==> config.mk <==
export PLATFORM = sky130hd
export DESIGN_NAME = thermal_guard
export DESIGN_NICKNAME = d
export VERILOG_FILES = /design/src/rtl/thermal_guard_pkg.sv /design/src/rtl/thermal_hyst_cell.sv /design/src/rtl/thermal_hold_timer.sv /design/src/rtl/thermal_guard.sv
export SDC_FILE = /design/constraint.sdc
export NUM_CORES = 1
export LEC_CHECK = 0
export ABC_AREA = 1
export BUFFER_PORTS_ARGS = -buffer_cell sky130_fd_sc_hd__buf_2
export CAP_MARGIN = 10
export CELL_PAD_IN_SITES_DETAIL_PLACEMENT = 1
export CELL_PAD_IN_SITES_GLOBAL_PLACEMENT = 2
export CORE_ASPECT_RATIO = 0.8
export CORE_MARGIN = 5
export CORE_UTILIZATION = 30
export CTS_CLUSTER_DIAMETER = 150
export DETAILED_ROUTE_END_ITERATION = 7
export HOLD_SLACK_MARGIN = 0.06
export PLACE_DENSITY_LB_ADDON = 0.1
export SLEW_MARGIN = 25
export SYNTH_ARGS = -nofsm -noshare
export SYNTH_HDL_FRONTEND = slang
export SYNTH_SLANG_ARGS = --single-unit
==> constraint.sdc <==
create_clock -name clk_i -period 2.64 [get_ports clk_i]
set_input_delay 0.528 -clock clk_i [delete_from_list [all_inputs] [get_ports clk_i]]
set_output_delay 0.528 -clock clk_i [all_outputs]
set_load 0.01 [all_outputs]
==> src/rtl/thermal_guard_pkg.sv <==
package thermal_guard_pkg;
  typedef enum int unsigned {
    COND_TSD   = 0,
    COND_SWING = 1
  } cond_e;
  localparam int unsigned NUM_COND = 2;
endpackage

==> src/rtl/thermal_hyst_cell.sv <==
// Two-sample qualified set/clear latch for one thermal criterion.
module thermal_hyst_cell (
  input  logic clk_i,
  input  logic rst_ni,
  input  logic tick_i,
  input  logic set_hit_i,
  input  logic clr_hit_i,
  output logic active_o
);
  logic set_seen_q, clr_seen_q, active_q;

  always_ff @(posedge clk_i or negedge rst_ni) begin
    if (!rst_ni) begin
      set_seen_q <= 1'b0;
      clr_seen_q <= 1'b0;
      active_q   <= 1'b0;
    end else if (tick_i) begin
      set_seen_q <= set_hit_i;
      clr_seen_q <= clr_hit_i;
      if (!active_q && set_hit_i && set_seen_q)     active_q <= 1'b1;
      else if (active_q && clr_hit_i && clr_seen_q) active_q <= 1'b0;
    end
  end

  assign active_o = active_q;
endmodule

==> src/rtl/thermal_hold_timer.sv <==
// Counts ticks with IN low; saturates at HOLD_TICKS and masks the fault report.
module thermal_hold_timer #(
  parameter int HOLD_TICKS = 8
) (
  input  logic clk_i,
  input  logic rst_ni,
  input  logic tick_i,
  input  logic in_i,
  output logic masked_o
);
  localparam int CW = $clog2(HOLD_TICKS + 1);
  localparam logic [CW-1:0] CNT_MAX = CW'(HOLD_TICKS);

  logic [CW-1:0] cnt_q;

  always_ff @(posedge clk_i or negedge rst_ni) begin
    if (!rst_ni)                         cnt_q <= '0;
    else if (in_i)                       cnt_q <= '0;
    else if (tick_i && cnt_q != CNT_MAX) cnt_q <= cnt_q + 1'b1;
  end

  assign masked_o = (cnt_q == CNT_MAX);
endmodule

==> src/rtl/thermal_guard.sv <==
module thermal_guard
  import thermal_guard_pkg::*;
#(
  parameter int TEMP_W     = 10,
  parameter int TSD_SET    = 175,
  parameter int TSD_CLR    = 155,
  parameter int SW_SET     = 60,
  parameter int SW_HYS     = 10,
  parameter int HOLD_TICKS = 8
) (
  input  logic                     clk_i,
  input  logic                     rst_ni,
  input  logic                     tick_i,
  input  logic signed [TEMP_W-1:0] fet_temp_i,
  input  logic signed [TEMP_W-1:0] logic_temp_i,
  input  logic                     in_i,
  output logic                     out_off_o,
  output logic                     thermal_fault_o,
  output logic                     limit_reduced_o
);
  localparam int SW_CLR = SW_SET - SW_HYS;

  logic signed [TEMP_W:0] diff_w;
  logic [NUM_COND-1:0]    set_hit, clr_hit, active;
  logic                   fault_mask;

  // one extra bit so the difference never wraps
  assign diff_w = $signed({fet_temp_i[TEMP_W-1], fet_temp_i})
                - $signed({logic_temp_i[TEMP_W-1], logic_temp_i});

  always_comb begin
    set_hit[COND_TSD]   = fet_temp_i > TSD_SET;
    clr_hit[COND_TSD]   = fet_temp_i <= TSD_CLR;
    set_hit[COND_SWING] = diff_w > SW_SET;
    clr_hit[COND_SWING] = diff_w < SW_CLR;
  end

  for (genvar g = 0; g < NUM_COND; g++) begin : g_cond
    thermal_hyst_cell u_cell (
      .clk_i     (clk_i),
      .rst_ni    (rst_ni),
      .tick_i    (tick_i),
      .set_hit_i (set_hit[g]),
      .clr_hit_i (clr_hit[g]),
      .active_o  (active[g])
    );
  end

  thermal_hold_timer #(.HOLD_TICKS(HOLD_TICKS)) u_hold (
    .clk_i    (clk_i),
    .rst_ni   (rst_ni),
    .tick_i   (tick_i),
    .in_i     (in_i),
    .masked_o (fault_mask)
  );

  assign out_off_o       = |active;
  assign limit_reduced_o = active[COND_TSD];
  assign thermal_fault_o = (|active) && !fault_mask;
endmodule

### Yosys cells after proc, flatten, opt, wreduce, memory -nomap -nowiden

Index checks and enable logic that the tools add are counted.

* register bits after elaboration: 10
* bits of input ports: 24
* output and inout bits: 3
* word-level logic and storage cells: 40

* add/subtract/negate cells: 2
* magnitude comparators: 4
* equality and inequality tests: 2
* muxes and demuxes: 6
* reductions and logical operators: 19

Operator list (number)
* 11-bit by 7-bit > comparator with 1-bit output (second input constant): 1
* 11-bit by 7-bit < comparator with 1-bit output (second input constant): 1
* 10-bit by 10-bit subtractor with 11-bit output: 1
* 10-bit by 9-bit > comparator with 1-bit output (second input constant): 1
* 10-bit by 9-bit <= comparator with 1-bit output (second input constant): 1
* 1-bit logical AND: 10
* 4-bit 2-to-1 mux: 2
* 2-bit nonzero test: 3
* 4-bit by 1-bit adder with 4-bit output (second input constant): 1
* 4-bit == test (second input constant): 1
* 1-bit 2-to-1 mux: 4
* 4-bit inequality test (second input constant): 1
* 2-bit AND reduction: 2
* 1-bit logical NOT: 3
* 2-bit OR reduction: 1

### Logic depth before layout (Yosys ltp)

Gate-level depths: netlist of the first run.

* word-level depth: 6
* gate-level depth with buffers: 18
* gate-level depth less buffers: 18

### By module

A second synthesis of the first run with hierarchy kept.

* cells, all modules: 228
* area, all modules: 1335.0 sq um

Modules (own cells, without submodules)
* thermal_guard: instances 1, cells each 169, area each 858.3 sq um, sequential area each 0.0 sq um
* thermal_hyst_cell: instances 2, cells each 15, area each 123.9 sq um, sequential area each 75.1 sq um
* thermal_hold_timer: instances 1, cells each 29, area each 229.0 sq um, sequential area each 100.1 sq um

### Least setup slack after synthesis of the first run

No wires, ideal clock.

* kind: input -> register
* start: input port fet_temp_i[0]
* end: register g_cond[1].u_cell.active_q
* setup time: 0.116 ns
* arrival time: 1.979 ns
* required time: 2.524 ns
* path slack: 0.545 ns
* stages on the path: 16
* path buffers: 0
* cells stage by stage: inv_1 ha_1 inv_1 fa_1 nand2_1 nand2_2 nand3_2 nand3_1 nand2_1 nand3_2 nor2_2 nand2_1 nand2_1 nand2_1 nand2_1 nand2_1

* word-level cells in the longest chain between the ends: 6
* elaborated cells between the ends (all ways): 10
* those cells by class: add/sub: 1; order compare: 2; mux: 1; reduce/logical: 6

RTL lines
* start: declaration: line thermal_guard.sv:14 `input logic signed [TEMP_W-1:0] fet_temp_i,`
* 10-bit by 10-bit subtractor with 11-bit output (*): line thermal_guard.sv:29 `- $signed({logic_temp_i[TEMP_W-1], logic_temp_i});`
* 11-bit by 7-bit < comparator with 1-bit output / 11-bit by 7-bit > comparator with 1-bit output (equally long branches): line thermal_guard.sv:35, thermal_guard.sv:34
* 1-bit logical AND, on equally long branches (2 in a row): line thermal_hyst_cell.sv:21, thermal_hyst_cell.sv:20
* 2-bit nonzero test (no line)
* 2-bit AND reduction (no line)
* end signal: assignment: line thermal_hyst_cell.sv:16 `active_q <= 1'b0;`
* end signal: assignment: line thermal_hyst_cell.sv:20 `if (!active_q && set_hit_i && set_seen_q) active_q <= 1'b1;`
* end signal: assignment: line thermal_hyst_cell.sv:21 `else if (active_q && clr_hit_i && clr_seen_q) active_q <= 1'b0;`
* end: declaration: line thermal_hyst_cell.sv:10 `logic set_seen_q, clr_seen_q, active_q;`

Every way passes the cells marked *; elsewhere a longest branch is shown, timed or not.
A chain may end at the register's enable or synchronous reset.

### Worst setup path after layout of the first run

Same ends and word-level chain as after synthesis.

==> results.md, run 1 <==
* Status: finished clean
* IO Port Bufs at 26
* HP Class: in2async
* Setup TNS at 0 ps
* Via/cell ratio at 4.46
* Switch Pwr at 0.000276 W
* Syn_nets at 265
* Critical path origin: fet_temp_i[0]
* Slew HR at 79.2%
* Sequential share of power at 27.8%
* Worst-Skew Late Latency at 240 ps
* ANT nets after route at 0
* Combined buffer and inverter count along the critical path at 4
* Reg clk slew, reported paths at 50 ps
* CP dominant cell by count: nand2_1
* Cell count after synthesis at 228
* CTS tree: built
* Worst-margin pin slew at 310 ps
* GRT overflow at 0
* Slack of the critical path at 424 ps
* P_int at 0.000438 W
* Crit Path Max Fanout at 4
* Post-synthesis cell type count at 25
* Die X at 83.8 um
* Combinational share of power at 45.4%
* Layout cell share with drive strength beyond 1 at 17.1%
* Final setup violation count at 0
* # H-tree levels at 1
* Largest net degree at the start of global routing at 11
* Grt met3 use at 2.98%
* RR Endpoint: u_hold.cnt_q[3]$_DFFE_PN0P_
* Crit-path cells: buf_2 -> inv_1 -> ha_1 -> inv_1 -> fa_1 -> xnor2_1 -> inv_1 -> nor2_1 -> nor2_1 -> nand2_1 -> nor2_1 -> nor2_1 -> nand2_1 -> nand2_1 -> nand2_1 -> nand2_1 -> nand2_1
* Unrepaired setup endpoints after global routing: false
* Root buffer cell: clkbuf_8
* Avg WL per Cell at 11.4 um
* I/O pin cnt at 27
* DR iter-0 viols at 45
* Layout area overhead at 19.3%
* CP Data Arrival Time at 2340 ps
* Grt met2 use at 18.7%
* Die ar. at 5780 um2
* Sw Ratio at 38.6%
* Post-Place Worst Slack at 197 ps
* FF-to-FF path depth at 8
* Worst Path Required at 2770 ps
* Worst clock skew at 2.84 ps
* CP delay by family, top: simple AND/OR/NAND/NOR gates
* Clock Sinks at 10
* Startpoint Class: primary input
* CTS Hold Bufs at 0
* Synthesized area per cell at 5.73 um2
* Inst Count DP at 310
* Final hold violation count at 0
* Max cap viols at 0
* Shortest period the worst path allows at 2220 ps
* Pwr Total at 0.000714 W
* Starting Density at 31.1%
* Gr busiest metal: met1
* Post-cts repair resize count at 0
* Critical path class: in2reg
* Via count at 1399
* CP Depth at 17
* Remaining DRCs at 0
* Final #Nets at 295
* Fill count at 596
* Leakage at 0.946 nW
* R2r setup slk at 1220 ps
* Power density over cell area at 458 nW/um2
* Final non-filler cell total at 314
* Worst r2r src: u_hold.cnt_q[0]$_DFFE_PN0P_
* Number of post-CTS setup repair buffers at 0
* Initial antenna violation count at 0
* Period utilisation layout at 83.9%
* First-pass GRT wire length at 6420 um
* Mapped cell area at 1310 um2
* CP endpoint kind: flip-flop
* Met1 Track Usage GR at 20.0%
* Register area share after synthesis at 19.2%
* Pre-antenna DRT Iters at 4
* Antenna diodes at 0
* CP peak stage delay at 440 ps
* Clock buffer count from CTS at 3
* Placer congestion estimate at 0.757
* Core area at 4200 um2
* Peak supply drop at 158 uV
* Synth Register Bits at 10
* Clock buffer depth at 2
* Clock power frac at 26.8%
* Die H at 69.0 um
* HPWL after DPL at 3140 um
* Row count at 21
* Maximum clock rate at 0.451 GHz
* Gr usage total at 13.1%
* Most frequent cells in the layout: 83 x nand2_1, 46 x inv_1, 26 x buf_2, 20 x nand3_1, 18 x nor2_1
* Yosys warns at 0
* WL final at 3560 um
* Number of global-route vias before repair at 1389
* Pins over their slew limit at 0
* CP endpoint: g_cond[1].u_cell.active_o$_DFFE_PN0P_
* CP max-delay cell: fa_1
* Commonest non-fill, non-tap cell in the layout: nand2_1
worst register-to-register path: stages, from the launching register on:
cell and delay (ps):
dfrtp_1 380, inv_1 80, ha_1 210, nand2_1 90, nand2_1 70, inv_1 130, nand4_1 120, o21ai_0 160
a21oi_1 60
cell type report:
class | count | area [um2] | share of cell area [%]
Clock buffer | 4 | 55.1 | 3.53
Inverter | 49 | 184 | 11.8
Multi-Input combinational cell | 168 | 868 | 55.7
Sequential cell | 10 | 250 | 16.1
Tap cell | 57 | 71.3 | 4.57
Timing Repair Buffer | 26 | 130 | 8.35
cell usage after synthesis, drive strengths merged:
master   n  area (um2)
a21oi    7        38.8
a31oi    1        6.26
and2     1        6.26
clkbuf   1        3.75
dfrtp   10         250
fa       1        20.0
ha      12         150
inv     49         184
nand2   86         330
nand3   23         130
nand3b   2        15.0
nand4    3        18.8
nor2    21        86.3
nor3b    1        7.51
o211ai   1        7.51
o21ai    6        30.0
o22ai    1        6.26
or2      1        6.26
xnor2    1        8.76
layer usage:
metal	part of all wire, %	up-vias
li1	-	755
met3	3.9	2
met5	0	-
met1	56	621
met4	0.42	0
met2	40	21
metrics by stage:
stage	instance area (um2)	util [%]	hold WS (ps)
2_1_floorplan	1310	-	232
4_1_cts	1560	37.1	143
5_1_grt	1560	37.1	160
6_report	1560	37.1	143
3_5_place_dp	1500	35.8	400
3_3_place_gp	1500	35.8	400
registers in the layout, summed over array words and instances (netlist names):
name                      cells
g_cond.u_cell.clr_seen_q      2
g_cond.u_cell.active_o        2
g_cond.u_cell.set_seen_q      2
u_hold.cnt_q                  4
cells by family after synthesis:
kind of cell | after synthesis | share of synthesized area, %
and+or+nand+nor | 138 | 46.0
DFF | 10 | 19.2
buffers and inverters | 50 | 14.4
adders and majority gates | 13 | 13.0
AOI/OAI and AO/OA | 16 | 6.80
xor gates and xnor gates | 1 | 0.671
power groups by stage:
stage                     sequential (W)  combinational [W]  clock, W
after detailed placement        0.000201           0.000328         0
after global routing            0.000202           0.000375  0.000205
after floorplan                 0.000200           0.000224         0
after CTS                       0.000199           0.000331  0.000198
after global placement          0.000201           0.000327         0
final                           0.000198           0.000324  0.000191
how the worst min path moves through the flow:
stage | from | endpoint | slack [ps] | cells after the start
2_1_floorplan | rst_ni | g_cond[0].u_cell.active_o$_DFFE_PN0P_ | 230 | 0
3_3_place_gp | rst_ni | g_cond[0].u_cell.active_o$_DFFE_PN0P_ | 400 | 1
3_5_place_dp | rst_ni | g_cond[0].u_cell.clr_seen_q$_DFFE_PN0P_ | 400 | 1
4_1_cts | rst_ni | g_cond[0].u_cell.clr_seen_q$_DFFE_PN0P_ | 140 | 1
5_1_grt | rst_ni | g_cond[0].u_cell.clr_seen_q$_DFFE_PN0P_ | 160 | 1
6_report | rst_ni | g_cond[0].u_cell.clr_seen_q$_DFFE_PN0P_ | 140 | 1
No activity file was read; power rests on OpenSTA's default activity.
==> inputs of run 2 (changes only) <==
Settings changed: CORE_UTILIZATION 30 to 27.
Clock period 2.64 ns to 2.06 ns, I/O delays scaled along.
==> run 2 against run 1 <==
Against the previous run: via count up 6.9%; critical path depth down 1; sequential share of layout area down 2.1 points; sequential power up 31%; clock power up 31%; setup slack worse by 290 ps; power up 40%; utilization up 1.6 points; count of clock-buffer cells in the layout unchanged; largest power group unchanged; highest routed layer unchanged.
==> results.md, run 2 (same netlist as run 1, synthesis figures left out) <==
* CP endpoint: g_cond[1].u_cell.active_o$_DFFE_PN0P_
* FF-to-FF path depth at 8
* # H-tree levels at 1
* Critical path origin: fet_temp_i[0]
* Layout area overhead at 37.1%
* Gr usage total at 12.8%
* Pre-antenna DRT Iters at 4
* Die X at 87.8 um
* R2r setup slk at 690 ps
* Leakage at 1.06 nW
* Largest reg by FF count: u_hold.cnt_q
* Clock buffer depth at 2
* Worst clock skew at 1.03 ps
* I/O pin cnt at 27
* Worst-Skew Late Latency at 240 ps
* Initial antenna violation count at 0
* HPWL after DPL at 3270 um
* Inst Count DP at 331
* Worst Path Required at 2190 ps
* CP Data Arrival Time at 2060 ps
* ANT nets after route at 0
* Maximum clock rate at 0.519 GHz
* Root buffer cell: clkbuf_8
* Crit Path Max Fanout at 3
* Final non-filler cell total at 337
* Max cap viols at 0
* HP Class: in2reg
* Startpoint Class: primary input
* DR iter-0 viols at 44
* Clock buffer count from CTS at 3
* Final #Nets at 315
* Placer congestion estimate at 0.740
* Fill count at 647
* Shortest period the worst path allows at 1930 ps
* GRT overflow at 0
* Critical path class: in2reg
* Antenna diodes at 0
* Die H at 72.2 um
* IO Port Bufs at 26
* Slew HR at 82.9%
* Pins over their slew limit at 0
* CTS tree: built
* Final setup violation count at 0
* Core area at 4620 um2
* Worst r2r src: u_hold.cnt_q[0]$_DFFE_PN0P_
* Period utilisation layout at 93.6%
* Row count at 22
* Via count at 1495
* Avg WL per Cell at 11.5 um
* Remaining DRCs at 0
* Post-Layout Inst Area at 1790 um2
* Clock Sinks at 10
* CP endpoint kind: flip-flop
* Via/cell ratio at 4.44
* Reg clk slew, reported paths at 50 ps
* Status: finished clean
* Peak supply drop at 201 uV
* Final hold violation count at 0
* Most frequent cells in the layout: 76 x nand2_1, 44 x inv_1, 26 x buf_2, 19 x buf_4, 17 x nand3_1
* Die ar. at 6340 um2
* Commonest non-fill, non-tap cell in the layout: nand2_1
* Worst-margin pin slew at 257 ps
* Largest register FFs at 4
* Largest net degree at the start of global routing at 11
* Layout cell share with drive strength beyond 1 at 29.2%
* Number of global-route vias before repair at 1477
* First-pass GRT wire length at 6510 um
* Placed cell areas at 1640 um2
* WL final at 3880 um
* RR Endpoint: u_hold.cnt_q[3]$_DFFE_PN0P_
* Starting Density at 28.2%
* Hold_ws at 469 ps
* Pwr Total at 0.000998 W
* Power density over cell area at 557 nW/um2
## run 2: power breakdown
group / total [W] / switching (W) / leakage (nW) / internal (W)
combinational: 0.000488 / 0.000277 / 0.901 / 0.000210
sequential: 0.000259 / 0.0000282 / 0.126 / 0.000231
clock: 0.000251 / 0.0000822 / 0.0288 / 0.000168
## run 2: worst min-delay path by stage
| stage | startpoint | to | slack, ps | cells past startpoint |
|---|---|---|---|---|
| detailed placement | rst_ni | u_hold.cnt_q[3]$_DFFE_PN0P_ | 300 | 1 |
| global route | in_i | u_hold.cnt_q[2]$_DFFE_PN0P_ | 510 | 4 |
| floorplan | rst_ni | g_cond[0].u_cell.active_o$_DFFE_PN0P_ | 120 | 0 |
| finish | in_i | u_hold.cnt_q[2]$_DFFE_PN0P_ | 470 | 4 |
| CTS | in_i | u_hold.cnt_q[2]$_DFFE_PN0P_ | 480 | 4 |
| global placement | rst_ni | u_hold.cnt_q[2]$_DFFE_PN0P_ | 290 | 1 |
## run 2: layout make-up
cell class / count / area, um2 / area share, %
multi-input combinational: 168 / 943 / 52.7
sequential: 10 / 250 / 14.0
clock buffer: 4 / 55.1 / 3.07
tap: 60 / 75.1 / 4.19
timing repair buffer: 46 / 283 / 15.8
inverter: 49 / 184 / 10.3
## run 2: per-stage QoR
stage | setup slack (ps) | util [%] | setup TNS, ps
after floorplan | 80.8 | - | 0
after global placement | -168 | 35.5 | -404
after CTS | 56.9 | 36.9 | 0
after global routing | -14.7 | 38.7 | -14.7
final | 131 | 38.7 | 0
after detailed placement | -198 | 35.5 | -440
## run 2: worst max-delay path, stage by stage
cell and delay [ps]:
buf_2 100, inv_2 50, ha_4 120, inv_2 40, fa_2 420, buf_4 160, nand3_2 80, nand3_2 80
nand2_2 90, nand3_2 100, nor2_4 130, nand2_2 60, nand2_1 60, nand2_1 40, nand2_1 50, nand2_1 40
## run 2: repair_timing
action / CTS / global route
endpoints found under the setup margin: 0 / 3
resized for setup: 0 / 21
endpoints found under the hold margin: 10 / 0
hold buffers: 1 / 0
buffers inserted: 0 / 1
## run 2: layer usage
metal  up-vias  routed length (um)  track usage [%]
met1       671                2080             18.5
met3         4                 131             2.61
met2        20                1630             19.8
met4         0                  36             2.56
li1        800                   -                -
met5         -                   0                0
==> inputs of run 3 (changes only) <==
Settings changed: ABC_AREA 1 to unset, CORE_UTILIZATION 27 to 30, SLEW_MARGIN 25 to 10, TNS_END_PERCENT set to 20.
==> run 3 against run 2 <==
Against the previous run: combinational power shrank 14%; via count down 22%; die area decreased by 19%; global-route usage increased by 0.86 points; routed wire length is 17% lower; sequential cell count is the same; cell count shrank 31%; critical endpoint unchanged; final area fell by 11%; highest routed layer unchanged.
==> results.md, run 3 <==
* Syn_nets at 175
* Commonest non-fill, non-tap cell in the layout: buf_2
* Die H at 64.9 um
* Clock Sinks at 10
* Avg WL per Cell at 13.8 um
* HPWL after DPL at 2870 um
* HP Class: in2reg
* Power density over cell area at 572 nW/um2
* Mapped cell area at 1130 um2
* Synth top area share at 22.1%
* Clock buffer count from CTS at 3
* Synth top cells by count: 20 x inv_1, 12 x ha_1, 10 x dfrtp_1, 10 x nand2_1, 10 x nor2_1
* Post-synthesis cell type count at 48
* ANT nets after route at 0
* Crit-path cells: buf_6 -> inv_4 -> ha_4 -> inv_2 -> fa_2 -> a21o_1 -> nand3_2 -> a311oi_2 -> nor4_2 -> o211ai_2 -> o211ai_2 -> o32ai_2
* Largest family of logic cells by synthesized area: compound AO/OA/AOI/OAI gates
* Antenna diodes at 0
* Die ar. at 5110 um2
* Cell count after synthesis at 138
* Max cap viols at 0
* Worst-Skew Late Latency at 240 ps
* Core area at 3730 um2
* Synth Area in Compound Gates at 31.7%
* R2r setup slk at 490 ps
* Fin util at 42.8%
* IO Port Bufs at 26
* First-pass GRT wire length at 5660 um
* CP max-delay cell: fa_2
* Layout cell share with drive strength beyond 1 at 39.9%
* GRT overflow at 0
* Unrepaired setup endpoints after global routing: true
* Row count at 20
* Number of global-route vias before repair at 1287
* Combined buffer and inverter count along the critical path at 3
* Slack of the critical path at 18.6 ps
* Synthesized area per cell at 8.20 um2
* Worst clock skew at 6.29 ps
* CP delay by family, top: compound AO/OA/AOI/OAI gates
* Via count at 1172
* Remaining DRCs at 0
* Via/cell ratio at 5.05
* Status: finished clean
* Final #Nets at 226
* Synth Register Bits at 10
* Startpoint Class: primary input
* # H-tree levels at 1
* CTS tree: built
* Shortest period the worst path allows at 2040 ps
* Leakage at 0.793 nW
* CP endpoint kind: flip-flop
* Fill count at 469
* Simple-Gate Fraction of Synth Area at 16.9%
* Largest reg by FF count: u_hold.cnt_q
* WL final at 3210 um
* Final hold violation count at 0
* Most frequent cells in the layout: 25 x buf_2, 24 x buf_4, 18 x inv_1
* Slew HR at 68.6%
* Critical path class: in2reg
* CP peak stage delay at 350 ps
* Placer congestion estimate at 0.854
* Worst-margin pin slew at 466 ps
* Largest register FFs at 4
* Crit Path Max Fanout at 4
* I/O pin cnt at 27
* Largest net degree at the start of global routing at 12
* Largest area contributor in the netlist: dfrtp_1
* Ys flop type: dfrtp_1
* Xor/xnor share of the synthesized area at 4.65%
* Initial antenna violation count at 0
* DR iter-0 viols at 39
* Adder-Cell Fraction of Synth Area at 15.0%
* Post-synthesis mux area share at 0.885%
* CP Data Arrival Time at 2160 ps
* Maximum clock rate at 0.490 GHz
* Post-Place Worst Slack at -367 ps
* Count leader, synth: inv_1
* Final setup violation count at 0
* Starting Density at 30.3%
* Yosys warns at 0
* Period utilisation layout at 99.1%
* Post-synth EDFFs at 0
* Die X at 78.7 um
* Register area share after synthesis at 22.1%
* Peak supply drop at 251 uV
* Area contributors post-synth: dfrtp_1 22%, ha_1 13%, inv_1 6.6%
* Worst Path Required at 2180 ps
* Reg clk slew, reported paths at 50 ps
* Pre-antenna DRT Iters at 4
* Pins over their slew limit at 0
* Clock buffer depth at 2
* Gr usage total at 13.7%
* CP dominant cell by count: o211ai_2
* Root buffer cell: clkbuf_8
* FFs w/ async S/R, synth at 100%
* Layout area overhead at 41.0%
[run 3: timing repair]
action / in CTS / in global routing
hold buffers: 1 / 0
hold endpoints to repair: 10 / 0
endpoints found under the setup margin: 3 / 3
pin swaps: 13 / 5
buffers inserted: 1 / 0
cloned: 0 / 0
gates resized for setup: 8 / 5
[run 3: through the flow]
step	setup TNS, ps	total power, W	hold WS (ps)	area (um2)	cells
after CTS	-255	0.000918	375	1580	232
after detailed placement	-1050	0.000650	288	1470	226
after global routing	-333	0.000984	397	1600	232
after floorplan	-281	0.000488	116	1140	138
final	0	0.000912	375	1600	232
after global placement	-959	0.000634	286	1470	226
[run 3: cell families (layout without fill, tap and decap cells)]
group | count (synthesis) | in the layout
buffers and inverters | 25 | 75
xor gates and xnor gates | 6 | 6
muxes | 1 | 1
AOI/OAI and AO/OA | 45 | 45
DFF | 10 | 10
and+or+nand+nor | 38 | 38
adders and majority gates | 13 | 13
[run 3: power by group]
part | leakage, nW | switching [W] | total [W] | internal [W]
registers | 0.126 | 0.0000202 | 0.000244 | 0.000224
clock network | 0.0288 | 0.0000816 | 0.000250 | 0.000168
logic | 0.639 | 0.000211 | 0.000418 | 0.000207
[run 3: worst paths after layout]
check | start | endpoint | cells past startpoint
setup / recovery | fet_temp_i[0] | g_cond[1].u_cell.active_o$_DFFE_PN0P_ | 12
hold / removal | in_i | u_hold.cnt_q[1]$_DFFE_PN0P_ | 2
setup reg to reg | u_hold.cnt_q[0]$_DFFE_PN0P_ | u_hold.cnt_q[2]$_DFFE_PN0P_ | 7
hold reg to reg | g_cond[0].u_cell.set_seen_q$_DFFE_PN0P_ | g_cond[0].u_cell.set_seen_q$_DFFE_PN0P_ | 1
max in group asynchronous | rst_ni | g_cond[0].u_cell.clr_seen_q$_DFFE_PN0P_ | 2
min in group asynchronous | rst_ni | u_hold.cnt_q[2]$_DFFE_PN0P_ | 2
[run 3: final cells by class]
type	instances	area, um2	area share, %
sequential	10	250	15.7
clock buffer	4	55.1	3.45
timing repair buffer	51	327	20.5
tap	44	55.1	3.45
inverter	20	77.6	4.86
multi-input combinational	103	831	52.1
[run 3: metal layers]
metal | routed length [um] | global-route usage [%] | vias up
li1 | - | - | 595
met1 | 1590 | 18.0 | 552
met3 | 100 | 2.64 | 6
met4 | 53 | 3.71 | 0
met2 | 1470 | 22.9 | 19
met5 | 0 | 0 | -
